===== src/rtl/fio_regport_pkg.sv =====
package fio_regport_pkg;
  localparam int DW       = 8;
  localparam int AW       = 4;
  localparam int NPORT    = 2;
  localparam int NSTAT    = 4;
  localparam int STAT_IW  = $clog2(NSTAT);
  localparam int PEND_BIT = 5;

  localparam logic [DW-1:0] RST_CTL0  = 8'h01;
  localparam logic [DW-1:0] MODE_MASK = 8'h0C;
  localparam logic [DW-1:0] CMP_MASK  = 8'h7F;
  localparam logic [DW-1:0] CTL2_MASK = 8'h03;
  localparam logic [DW-1:0] PEND_MASK = DW'(1) << PEND_BIT;

  localparam logic [AW-1:0] REG_CTL0   = 4'd0;
  localparam logic [AW-1:0] REG_CTL1   = 4'd1;
  localparam logic [AW-1:0] REG_STAT0  = 4'd2;
  localparam logic [AW-1:0] REG_STAT1  = 4'd3;
  localparam logic [AW-1:0] REG_STAT2  = 4'd4;
  localparam logic [AW-1:0] REG_STAT3  = 4'd5;
  localparam logic [AW-1:0] REG_VEC    = 4'd6;
  localparam logic [AW-1:0] REG_BCNT   = 4'd7;
  localparam logic [AW-1:0] REG_CMP    = 4'd8;
  localparam logic [AW-1:0] REG_CTL2   = 4'd9;
  localparam logic [AW-1:0] REG_CTL3   = 4'd10;
  localparam logic [AW-1:0] REG_MSGOUT = 4'd11;
  localparam logic [AW-1:0] REG_MSGIN  = 4'd12;
  localparam logic [AW-1:0] REG_PATT   = 4'd13;
  localparam logic [AW-1:0] REG_MASK   = 4'd14;
  localparam logic [AW-1:0] REG_FIFO   = 4'd15;

  typedef struct packed {
    logic          rd;       // read of slot sel
    logic          wr;       // write of data to slot sel
    logic          unlock;   // leave the locked state
    logic          blocked;  // read on a disabled side
    logic [AW-1:0] sel;
    logic [DW-1:0] data;
  } hostStb_t;
endpackage


===== src/rtl/fio_regport_ctrl.sv =====
module fio_regport_ctrl
  import fio_regport_pkg::*;
(
  input  logic          clk,
  input  logic          rstN,
  input  logic          rdStb,
  input  logic          wrStb,
  input  logic          direct,
  input  logic [AW-1:0] addr,
  input  logic [DW-1:0] wrData,
  input  logic          inReset,
  input  logic          enable,
  output hostStb_t      stb
);
  logic [AW-1:0] ptrQ;
  logic          phaseQ;   // 0: pointer phase, 1: data phase
  logic [AW-1:0] ptrEff;
  logic          phaseEff;
  logic          doRd;
  logic          doWr;

  assign ptrEff   = direct ? addr : ptrQ;
  assign phaseEff = direct | phaseQ;
  assign doRd     = rdStb & enable;
  assign doWr     = wrStb & ~rdStb & enable;

  always_comb begin
    stb         = '0;
    stb.data    = wrData;
    stb.sel     = inReset ? REG_CTL0 : ptrEff;
    stb.rd      = doRd;
    stb.blocked = rdStb & ~enable;
    stb.wr      = doWr & ~inReset & phaseEff;
    stb.unlock  = doWr & inReset & (wrData == '0);
  end

  always_ff @(posedge clk or negedge rstN) begin
    if (!rstN) begin
      ptrQ   <= '0;
      phaseQ <= 1'b0;
    end else if (doWr) begin
      if (inReset) begin
        if (wrData == '0) begin
          ptrQ   <= '0;
          phaseQ <= 1'b0;
        end else if (direct) begin
          ptrQ   <= addr;
          phaseQ <= 1'b1;
        end
      end else if (!phaseEff) begin
        ptrQ   <= wrData[AW-1:0];
        phaseQ <= 1'b1;
      end else begin
        ptrQ   <= ptrEff;
        phaseQ <= 1'b0;
      end
    end else if (doRd) begin
      ptrQ   <= ptrEff;
      phaseQ <= inReset ? phaseEff : 1'b0;
    end
  end


  ptr_load_chk: assert property (@(posedge clk) disable iff (!rstN)
    (wrStb && !rdStb && enable && !inReset && !direct && !phaseQ)
      |=> (phaseQ && ptrQ == $past(wrData[AW-1:0])))
    else $error("pointer-phase write did not load the pointer");


  read_phase_chk: assert property (@(posedge clk) disable iff (!rstN)
    (rdStb && enable && !inReset) |=> !phaseQ)
    else $error("read left the side in data phase");


  lock_hold_chk: assert property (@(posedge clk) disable iff (!rstN)
    (wrStb && !rdStb && inReset && wrData != '0 && !direct)
      |=> ($stable(ptrQ) && $stable(phaseQ)))
    else $error("locked side changed state on a non-zero write");


  direct_chk: assert property (@(posedge clk) disable iff (!rstN)
    (wrStb && !rdStb && enable && direct && !inReset)
      |=> (!phaseQ && ptrQ == $past(addr)))
    else $error("direct write did not leave pointer at the address");


  gate_phase_chk: assert property (@(posedge clk) disable iff (!rstN)
    ((rdStb || wrStb) && !enable) |=> ($stable(phaseQ) && $stable(ptrQ)))
    else $error("disabled side changed its pointer state");
endmodule


===== src/rtl/fio_regport_bank.sv =====
module fio_regport_bank
  import fio_regport_pkg::*;
(
  input  logic                       clk,
  input  logic                       rstN,
  input  hostStb_t [NPORT-1:0]       stb,
  input  logic [DW-1:0]              byteCount,
  input  logic [DW-1:0]              fifoRdData,
  output logic [NPORT-1:0][DW-1:0]   rdData,
  output logic [NPORT-1:0]           inReset,
  output logic [NPORT-1:0]           portEnable,
  output logic [NPORT-1:0]           fifoPush,
  output logic [NPORT-1:0]           fifoPop,
  output logic [NPORT-1:0][DW-1:0]   pushData,
  output logic [NPORT-1:0]           msgPend
);
  logic [NPORT-1:0][DW-1:0]            ctl0, ctl1, vec, cmp, msgIn, patt, mask;
  logic [NPORT-1:0][NSTAT-1:0][DW-1:0] stat;
  logic [DW-1:0]                       ctl2, ctl3;
  logic [NPORT-1:0][DW-1:0]            muxOut;
  logic [NPORT-1:0][STAT_IW-1:0]       statIdx;
  logic [NPORT-1:0][DW-1:0]            rdDataQ;
  logic [NPORT-1:0]                    rstPort;

  for (genvar g = 0; g < NPORT; g++) begin : g_port
    logic [DW-1:0] mux;
    logic [DW-1:0] ctl0View;

    assign statIdx[g]  = stb[g].sel[STAT_IW-1:0] + STAT_IW'(2);
    assign inReset[g]  = ctl0[g][0];
    assign msgPend[g]  = stat[g][0][PEND_BIT];
    assign fifoPush[g] = stb[g].wr && stb[g].sel == REG_FIFO;
    assign fifoPop[g]  = stb[g].rd && stb[g].sel == REG_FIFO;
    assign pushData[g] = stb[g].data;
    assign muxOut[g]   = mux;

    if (g == 0) begin : g_first
      assign ctl0View = ctl0[g];
    end else begin : g_other
      assign ctl0View = ctl0[g] | (ctl0[0] & MODE_MASK);
    end

    always_comb begin
      case (stb[g].sel)
        REG_CTL0:   mux = ctl0View;
        REG_CTL1:   mux = ctl1[g];
        REG_STAT0,
        REG_STAT1,
        REG_STAT2,
        REG_STAT3:  mux = stat[g][statIdx[g]];
        REG_VEC:    mux = vec[g];
        REG_BCNT:   mux = byteCount;
        REG_CMP:    mux = cmp[g];
        REG_CTL2:   mux = (g == 0) ? ctl2 : '0;
        REG_CTL3:   mux = ctl3;
        REG_MSGOUT: mux = msgIn[NPORT-1-g];
        REG_MSGIN:  mux = msgIn[g];
        REG_PATT:   mux = patt[g];
        REG_MASK:   mux = mask[g];
        default:    mux = fifoRdData;
      endcase
    end
  end

  assign portEnable = {ctl2[0], 1'b1};
  assign rdData     = rdDataQ;
  assign rstPort[0] = stb[0].wr && stb[0].sel == REG_CTL0 && stb[0].data[0];
  assign rstPort[1] = rstPort[0] || (stb[1].wr && stb[1].sel == REG_CTL0 && stb[1].data[0]);

  always_ff @(posedge clk or negedge rstN) begin
    if (!rstN) begin
      ctl0    <= {NPORT{RST_CTL0}};
      ctl1    <= '0;
      vec     <= '0;
      cmp     <= '0;
      msgIn   <= '0;
      patt    <= '0;
      mask    <= '0;
      stat    <= '0;
      ctl2    <= '0;
      ctl3    <= '0;
      rdDataQ <= '0;
    end else begin
      for (int p = 0; p < NPORT; p++) begin
        if (stb[p[0]].blocked)
          rdDataQ[p[0]] <= '1;
        else if (stb[p[0]].rd)
          rdDataQ[p[0]] <= muxOut[p[0]];

        if (stb[p[0]].unlock)
          ctl0[p[0]] <= '0;

        if (stb[p[0]].rd && stb[p[0]].sel == REG_MSGIN)
          stat[p[0]][0][PEND_BIT] <= 1'b0;

        if (stb[p[0]].wr) begin
          case (stb[p[0]].sel)
            REG_CTL0:
              if (!stb[p[0]].data[0])
                ctl0[p[0]] <= p[0] ? (stb[p[0]].data & ~MODE_MASK) : stb[p[0]].data;
            REG_CTL1: ctl1[p[0]] <= stb[p[0]].data;
            REG_STAT0: stat[p[0]][0] <= (stb[p[0]].data & ~PEND_MASK)
                                      | (stat[p[0]][0] & PEND_MASK);
            REG_STAT1,
            REG_STAT2,
            REG_STAT3: stat[p[0]][statIdx[p[0]]] <= stb[p[0]].data;
            REG_VEC:   vec[p[0]]  <= stb[p[0]].data;
            REG_CMP:   cmp[p[0]]  <= stb[p[0]].data & CMP_MASK;
            REG_CTL2:  if (!p[0]) ctl2 <= stb[p[0]].data & CTL2_MASK;
            REG_PATT:  patt[p[0]] <= stb[p[0]].data;
            REG_MASK:  mask[p[0]] <= stb[p[0]].data;
            default: ;
          endcase
        end
      end

      // shared line-control byte: the first side wins a collision
      if (stb[0].wr && stb[0].sel == REG_CTL3)
        ctl3 <= stb[0].data;
      else if (stb[1].wr && stb[1].sel == REG_CTL3)
        ctl3 <= stb[1].data;

      // mailbox deposits override a same-cycle inbox read clear
      if (stb[0].wr && stb[0].sel == REG_MSGOUT) begin
        msgIn[1]             <= stb[0].data;
        stat[1][0][PEND_BIT] <= 1'b1;
      end
      if (stb[1].wr && stb[1].sel == REG_MSGOUT) begin
        msgIn[0]             <= stb[1].data;
        stat[0][0][PEND_BIT] <= 1'b1;
      end

      if (rstPort[1]) begin
        ctl0[1]    <= RST_CTL0;
        ctl1[1]    <= '0;
        stat[1][0] <= '0;
        mask[1]    <= '0;
      end
      if (rstPort[0]) begin
        ctl0[0]    <= RST_CTL0;
        ctl1[0]    <= '0;
        stat[0][0] <= '0;
        mask[0]    <= '0;
        ctl2       <= '0;
        ctl3       <= '0;
      end
    end
  end


  gate_rd_chk: assert property (@(posedge clk) disable iff (!rstN)
    (stb[1].rd || stb[1].wr) |-> ctl2[0])
    else $error("second side accessed while disabled");


  ctl2_guard_chk: assert property (@(posedge clk) disable iff (!rstN)
    (stb[1].wr && !stb[0].wr) |=> $stable(ctl2))
    else $error("second side changed the shared enable byte");


  mail_set_chk: assert property (@(posedge clk) disable iff (!rstN)
    (stb[0].wr && stb[0].sel == REG_MSGOUT)
      |=> (msgPend[1] && msgIn[1] == $past(stb[0].data)))
    else $error("mailbox deposit not seen on the other side");


  reset_cascade_chk: assert property (@(posedge clk) disable iff (!rstN)
    (stb[0].wr && stb[0].sel == REG_CTL0 && stb[0].data[0])
      |=> (inReset[0] && inReset[1] && ctl2 == '0))
    else $error("first-side reset did not lock both sides");


  b_reset_isolated_chk: assert property (@(posedge clk) disable iff (!rstN)
    (stb[1].wr && stb[1].sel == REG_CTL0 && stb[1].data[0] && !stb[0].wr && !stb[0].unlock)
      |=> $stable(ctl0[0]))
    else $error("second-side reset disturbed the first side");


  push_pop_excl_chk: assert property (@(posedge clk) disable iff (!rstN)
    !(fifoPush[0] && fifoPop[0]))
    else $error("push and pop on one side in one cycle");
endmodule


===== src/rtl/fio_regport.sv =====
module fio_regport
  import fio_regport_pkg::*;
(
  input  logic        clk,
  input  logic        rstN,
  input  logic        aRdStb,
  input  logic        aWrStb,
  input  logic        aDirect,
  input  logic [3:0]  aAddr,
  input  logic [7:0]  aWrData,
  output logic [7:0]  aRdData,
  input  logic        bRdStb,
  input  logic        bWrStb,
  input  logic        bDirect,
  input  logic [3:0]  bAddr,
  input  logic [7:0]  bWrData,
  output logic [7:0]  bRdData,
  input  logic [7:0]  byteCount,
  input  logic [7:0]  fifoRdData,
  output logic [1:0]  fifoPush,
  output logic [1:0]  fifoPop,
  output logic [15:0] fifoPushData,
  output logic [1:0]  msgPend
);
  logic [NPORT-1:0]          rdV, wrV, dirV, inResetV, enableV;
  logic [NPORT-1:0][AW-1:0]  addrV;
  logic [NPORT-1:0][DW-1:0]  dataV, rdDataV, pushDataV;
  hostStb_t [NPORT-1:0]      stbV;

  assign rdV   = {bRdStb, aRdStb};
  assign wrV   = {bWrStb, aWrStb};
  assign dirV  = {bDirect, aDirect};
  assign addrV = {bAddr, aAddr};
  assign dataV = {bWrData, aWrData};

  for (genvar g = 0; g < NPORT; g++) begin : g_ctrl
    fio_regport_ctrl ctrl_i (
      .clk     (clk),
      .rstN    (rstN),
      .rdStb   (rdV[g]),
      .wrStb   (wrV[g]),
      .direct  (dirV[g]),
      .addr    (addrV[g]),
      .wrData  (dataV[g]),
      .inReset (inResetV[g]),
      .enable  (enableV[g]),
      .stb     (stbV[g])
    );
  end

  fio_regport_bank bank_i (
    .clk        (clk),
    .rstN       (rstN),
    .stb        (stbV),
    .byteCount  (byteCount),
    .fifoRdData (fifoRdData),
    .rdData     (rdDataV),
    .inReset    (inResetV),
    .portEnable (enableV),
    .fifoPush   (fifoPush),
    .fifoPop    (fifoPop),
    .pushData   (pushDataV),
    .msgPend    (msgPend)
  );

  assign aRdData      = rdDataV[0];
  assign bRdData      = rdDataV[1];
  assign fifoPushData = pushDataV;
endmodule


===== config.mk =====
export PLATFORM = sky130hd
export DESIGN_NAME = fio_regport
export DESIGN_NICKNAME = d
export VERILOG_FILES = /design/src/rtl/fio_regport_pkg.sv /design/src/rtl/fio_regport_ctrl.sv /design/src/rtl/fio_regport_bank.sv /design/src/rtl/fio_regport.sv
export SDC_FILE = /design/constraint.sdc
export NUM_CORES = 1
export LEC_CHECK = 0
export ABC_AREA = 1
export BUFFER_PORTS_ARGS = -buffer_cell sky130_fd_sc_hd__buf_4
export CAP_MARGIN = 20
export CORE_UTILIZATION = 26
export CTS_CLUSTER_SIZE = 16
export DETAILED_ROUTE_END_ITERATION = 8
export HOLD_SLACK_MARGIN = 0.05
export SLEW_MARGIN = 25
export SYNTH_ARGS = -nofsm -noshare
export SYNTH_HDL_FRONTEND = slang
export SYNTH_SLANG_ARGS = --single-unit

===== constraint.sdc =====
create_clock -name clk -period 2.3 [get_ports clk]
set_input_delay 0 -clock clk [delete_from_list [all_inputs] [get_ports clk]]
set_output_delay 0 -clock clk [all_outputs]
set_load 0.1 [all_outputs]

==> flow_summary.yaml <==
outcome:
  outcome: "finished with violations"
  violations: "design-rule violations"
global_route:
  grt_pass1_wl_um: 62270
  grt_pass1_vias: 10400
  grt_max_degree: 48
  antenna_found_initial: 0
  gr-total-overflow: 0
  track_usage_pct: 18.84
clock_tree:
  clk_latency_ps: 550
  htree_levels: 1
  clock_path_buffers: 3
  tritoncts: "done"
  clk_pin_slew_ps: 60
  cts_root_buf: "clkbuf_16"
  cts_inserted_buffers: 25
  clock_sinks: 210
timing:
  finalCritPeriodShare_pct: 97.88
  timing.fmax_mhz: 444.2
  fin_ws_ps: 48.69
  worstMarginPinSlew_ps: 580.6
  slew_violations: 0
  clock_skew_ps: 18.93
  slew-limit-headroom_pct: 61.15
  min_period_ps: 2251
  finalHoldViolCount: 0
  setup_tns_ps: 0
  setup_viol: 0
  rsz0062_at_grt: "yes"
routing:
  drt-pass1-iter-count: 9
  via_per_inst: 4.881
  wire_per_inst_um: 18.69
  ant_nets: 0
  vias: 10550
  wl_um: 40400
  dr.first_iter.drc_count: 1022
  drc: 9
cells_and_area:
  layout-drive-gt1-share_pct: 16.27
  syn2layout_area_growth_pct: 26.83
  finalNonFillerCells: 2161
  num_antenna_cells: 0
  nets: 1659
  post-route-util_pct: 33.66
worst_setup_path:
  cp.depth: 8
  startpoint_type: "flip-flop"
  cp.required_ps: 2300
  crit_type: "flip-flop to primary output"
  cp_max_fo: 6
  cp_num_buf_inv: 3
  arrival_ps: 2250
  max_stage_delay_ps: 460
  cp_cell_sequence: "nand2_1 > nor2_4 > nand2_1 > nor2_2 > buf_4 > inv_1 > nor2_4 > buf_12"
  rr_worst_depth: 10
  path_delay_family: "simple AND/OR/NAND/NOR gates"
  slowest_stage: "dfrtp_2"
  critPathCaptureType: "primary output"
floorplanning:
  core_area_um2: 41200
  die_y_um: 207.1
  pin_count: 86
  fp.dieW_um: 207.1
  placementRows: 74
  die_area_um2: 42880
  initial_utilization_pct: 26.54
power:
  cellLeakagePower_uw: 0.006686
  peakVddDrop_mv: 0.4701
  swShare_pct: 31.56
  internal_power_uw: 6885
  p_comb_share_pct: 19.2
  power_uw: 10060
  p_per_area_nw_per_um2: 725.3
  p_sw_uw: 3175
  pwr-share-seq_pct: 40.3
  clkPwrFrac_pct: 40.5
synth:
  ys_types: 40
  ys_ff_latch: 210
  netlist_area_um2: 10940
  syn-num-nets: 1503
  synth-async-reset-ratio_pct: 100.0
  synthFlopType: "dfrtp_1"
  ys_seq_area_share_pct: 48.08
  avgSynthCellArea_um2: 7.516
  synthCells: 1455
  synth_edf_count: 0
  ys.warnings.count: 0
hold_path:
  hold_depth: 7
  hold_class: "input port to flip-flop"
place:
  dp_cells: 2051
  gp_congestion: 0.9292
  numPortBuffers: 85
  dp_hpwl_um: 29030
  dp_slack_ps: -11.97
run:
  max-cap-violations: 0
## cell families after synthesis
family / Yosys count / share of synthesized area [%]
buffers and inverters: 149 / 6.522
and+or+nand+nor: 843 / 33.03
AOI/OAI and AO/OA: 253 / 12.37
DFF: 210 / 48.08
## power groups by stage
stage	logic, uW	registers (uW)	clock network (uW)
4_1_cts	1900	4050	4150
6_report	1930	4060	4070
5_1_grt	2070	4080	4300
3_3_place_gp	1780	4110	0
2_1_floorplan	895	4340	0
3_5_place_dp	1800	4120	0
## layout make-up
class,count,area [um^2]
clock buffer,34,689.4
clock inverter,11,140.1
fill,4375,27330
inverter,81,309.0
multi-input combinational,1096,5072
sequential,210,5259
tap,532,665.6
timing repair buffer,196,1727
timing repair inverter,1,7.507
## cells in the mapped netlist (2+ instances only)
| library cell | n | area (um^2) |
|---|---|---|
| nor3_1 | 3 | 15.01 |
| buf_4 | 22 | 165.2 |
| nor2_2 | 11 | 68.82 |
| o211ai_1 | 8 | 60.06 |
| nand2_1 | 556 | 2087 |
| a31oi_1 | 4 | 25.02 |
| inv_1 | 66 | 247.7 |
| nor2_8 | 2 | 40.04 |
| inv_2 | 13 | 48.80 |
| o32ai_1 | 3 | 26.28 |
| nand2_2 | 17 | 106.4 |
| buf_6 | 5 | 56.30 |
| a21oi_1 | 18 | 90.09 |
| nor2_1 | 112 | 420.4 |
| nor2_4 | 7 | 78.83 |
| o21bai_1 | 5 | 37.54 |
| o21ai_0 | 132 | 660.6 |
| dfrtp_1 | 208 | 5205 |
| nand2_4 | 3 | 33.78 |
| nand4_1 | 11 | 68.82 |
| nor4_1 | 2 | 12.51 |
| buf_2 | 25 | 125.1 |
| o21ai_1 | 65 | 325.3 |
| nand3_1 | 104 | 520.5 |
| o22ai_1 | 9 | 56.30 |
| o21ai_2 | 2 | 17.52 |
| dfstp_2 | 2 | 52.55 |
| o31ai_1 | 5 | 37.54 |
| nand3_2 | 7 | 70.07 |
| clkbuf_1 | 15 | 56.30 |
| nor3b_1 | 2 | 15.01 |
| nand3_4 | 3 | 52.55 |
## worst reg2reg max path, delay by kind of cell (launching register included)
family                 cells  cell delay, ps
and+or+nand+nor            8            1270
DFF                        1             590
AOI/OAI and AO/OA          1             190
buffers and inverters      1             110
## routing by layer
metal / track usage, % / vias up / wire [um]
met2: 30.03 / 388 / 18450
met3: 3.153 / 67 / 2657
li1: - / 5028 / -
met1: 25.89 / 5064 / 17980
met5: 0 / - / 0
met4: 6.176 / 0 / 1313
## through the flow
| step | instance area, um^2 | hold slack, ps |
|---|---|---|
| after detailed placement | 12250 | 25.48 |
| after floorplan | 10940 | -295.6 |
| final | 13870 | 47.00 |
| after global placement | 12250 | 20.92 |
| after CTS | 13710 | 54.88 |
| after global routing | 13870 | 68.82 |
## registers in the layout (all words and copies together) (netlist names), 14 cells and up
signal	cells
bank_i.stat	62
bank_i.ctl1	16
bank_i.mask	16
bank_i.msgIn	16
bank_i.patt	16
bank_i.rdData	16
bank_i.vec	16
bank_i.cmp	14
## repair_timing
action | 4_1_cts | 5_1_grt
hold buffers | 58 | 0
resized for setup | 10 | 27
endpoints found under the setup margin | 7 | 62
pin swaps | 0 | 3
cloned | 0 | 1
hold endpoints to repair | 377 | 0
setup buffers | 0 | 6
## final timing paths
check	from	endpoint	slack [ps]
min reg2reg	bank_i.rdData[2]	bank_i.rdData[2]	480
max in group asynchronous	rstN	bank_i.inReset[1]	1140
max	bank_i.ctl2[0]	fifoPush[1]	50
max reg2reg	bank_i.inReset[1]	bank_i.rdData[13]	70
min in group asynchronous	rstN	bank_i.msgIn[7]	530
min	byteCount[5]	bank_i.rdData[13]	50
## placed cells by master, fill, tap and decap left out, drive strengths merged, types with 3 or more instances in the layout
cell,Yosys,layout
a21oi,18,18
a31oi,4,4
buf,53,138
bufinv,0,3
clkbuf,15,35
clkinv,1,6
dfrtp,208,208
dlygate4sd3,0,57
inv,80,82
nand2,576,576
nand3,114,114
nand4,11,11
nor2,132,132
nor3,4,4
o211ai,8,8
o21ai,199,199
o21bai,5,5
o22ai,9,9
o31ai,5,5
o32ai,3,3
No activity file was read; power rests on OpenSTA's default activity.
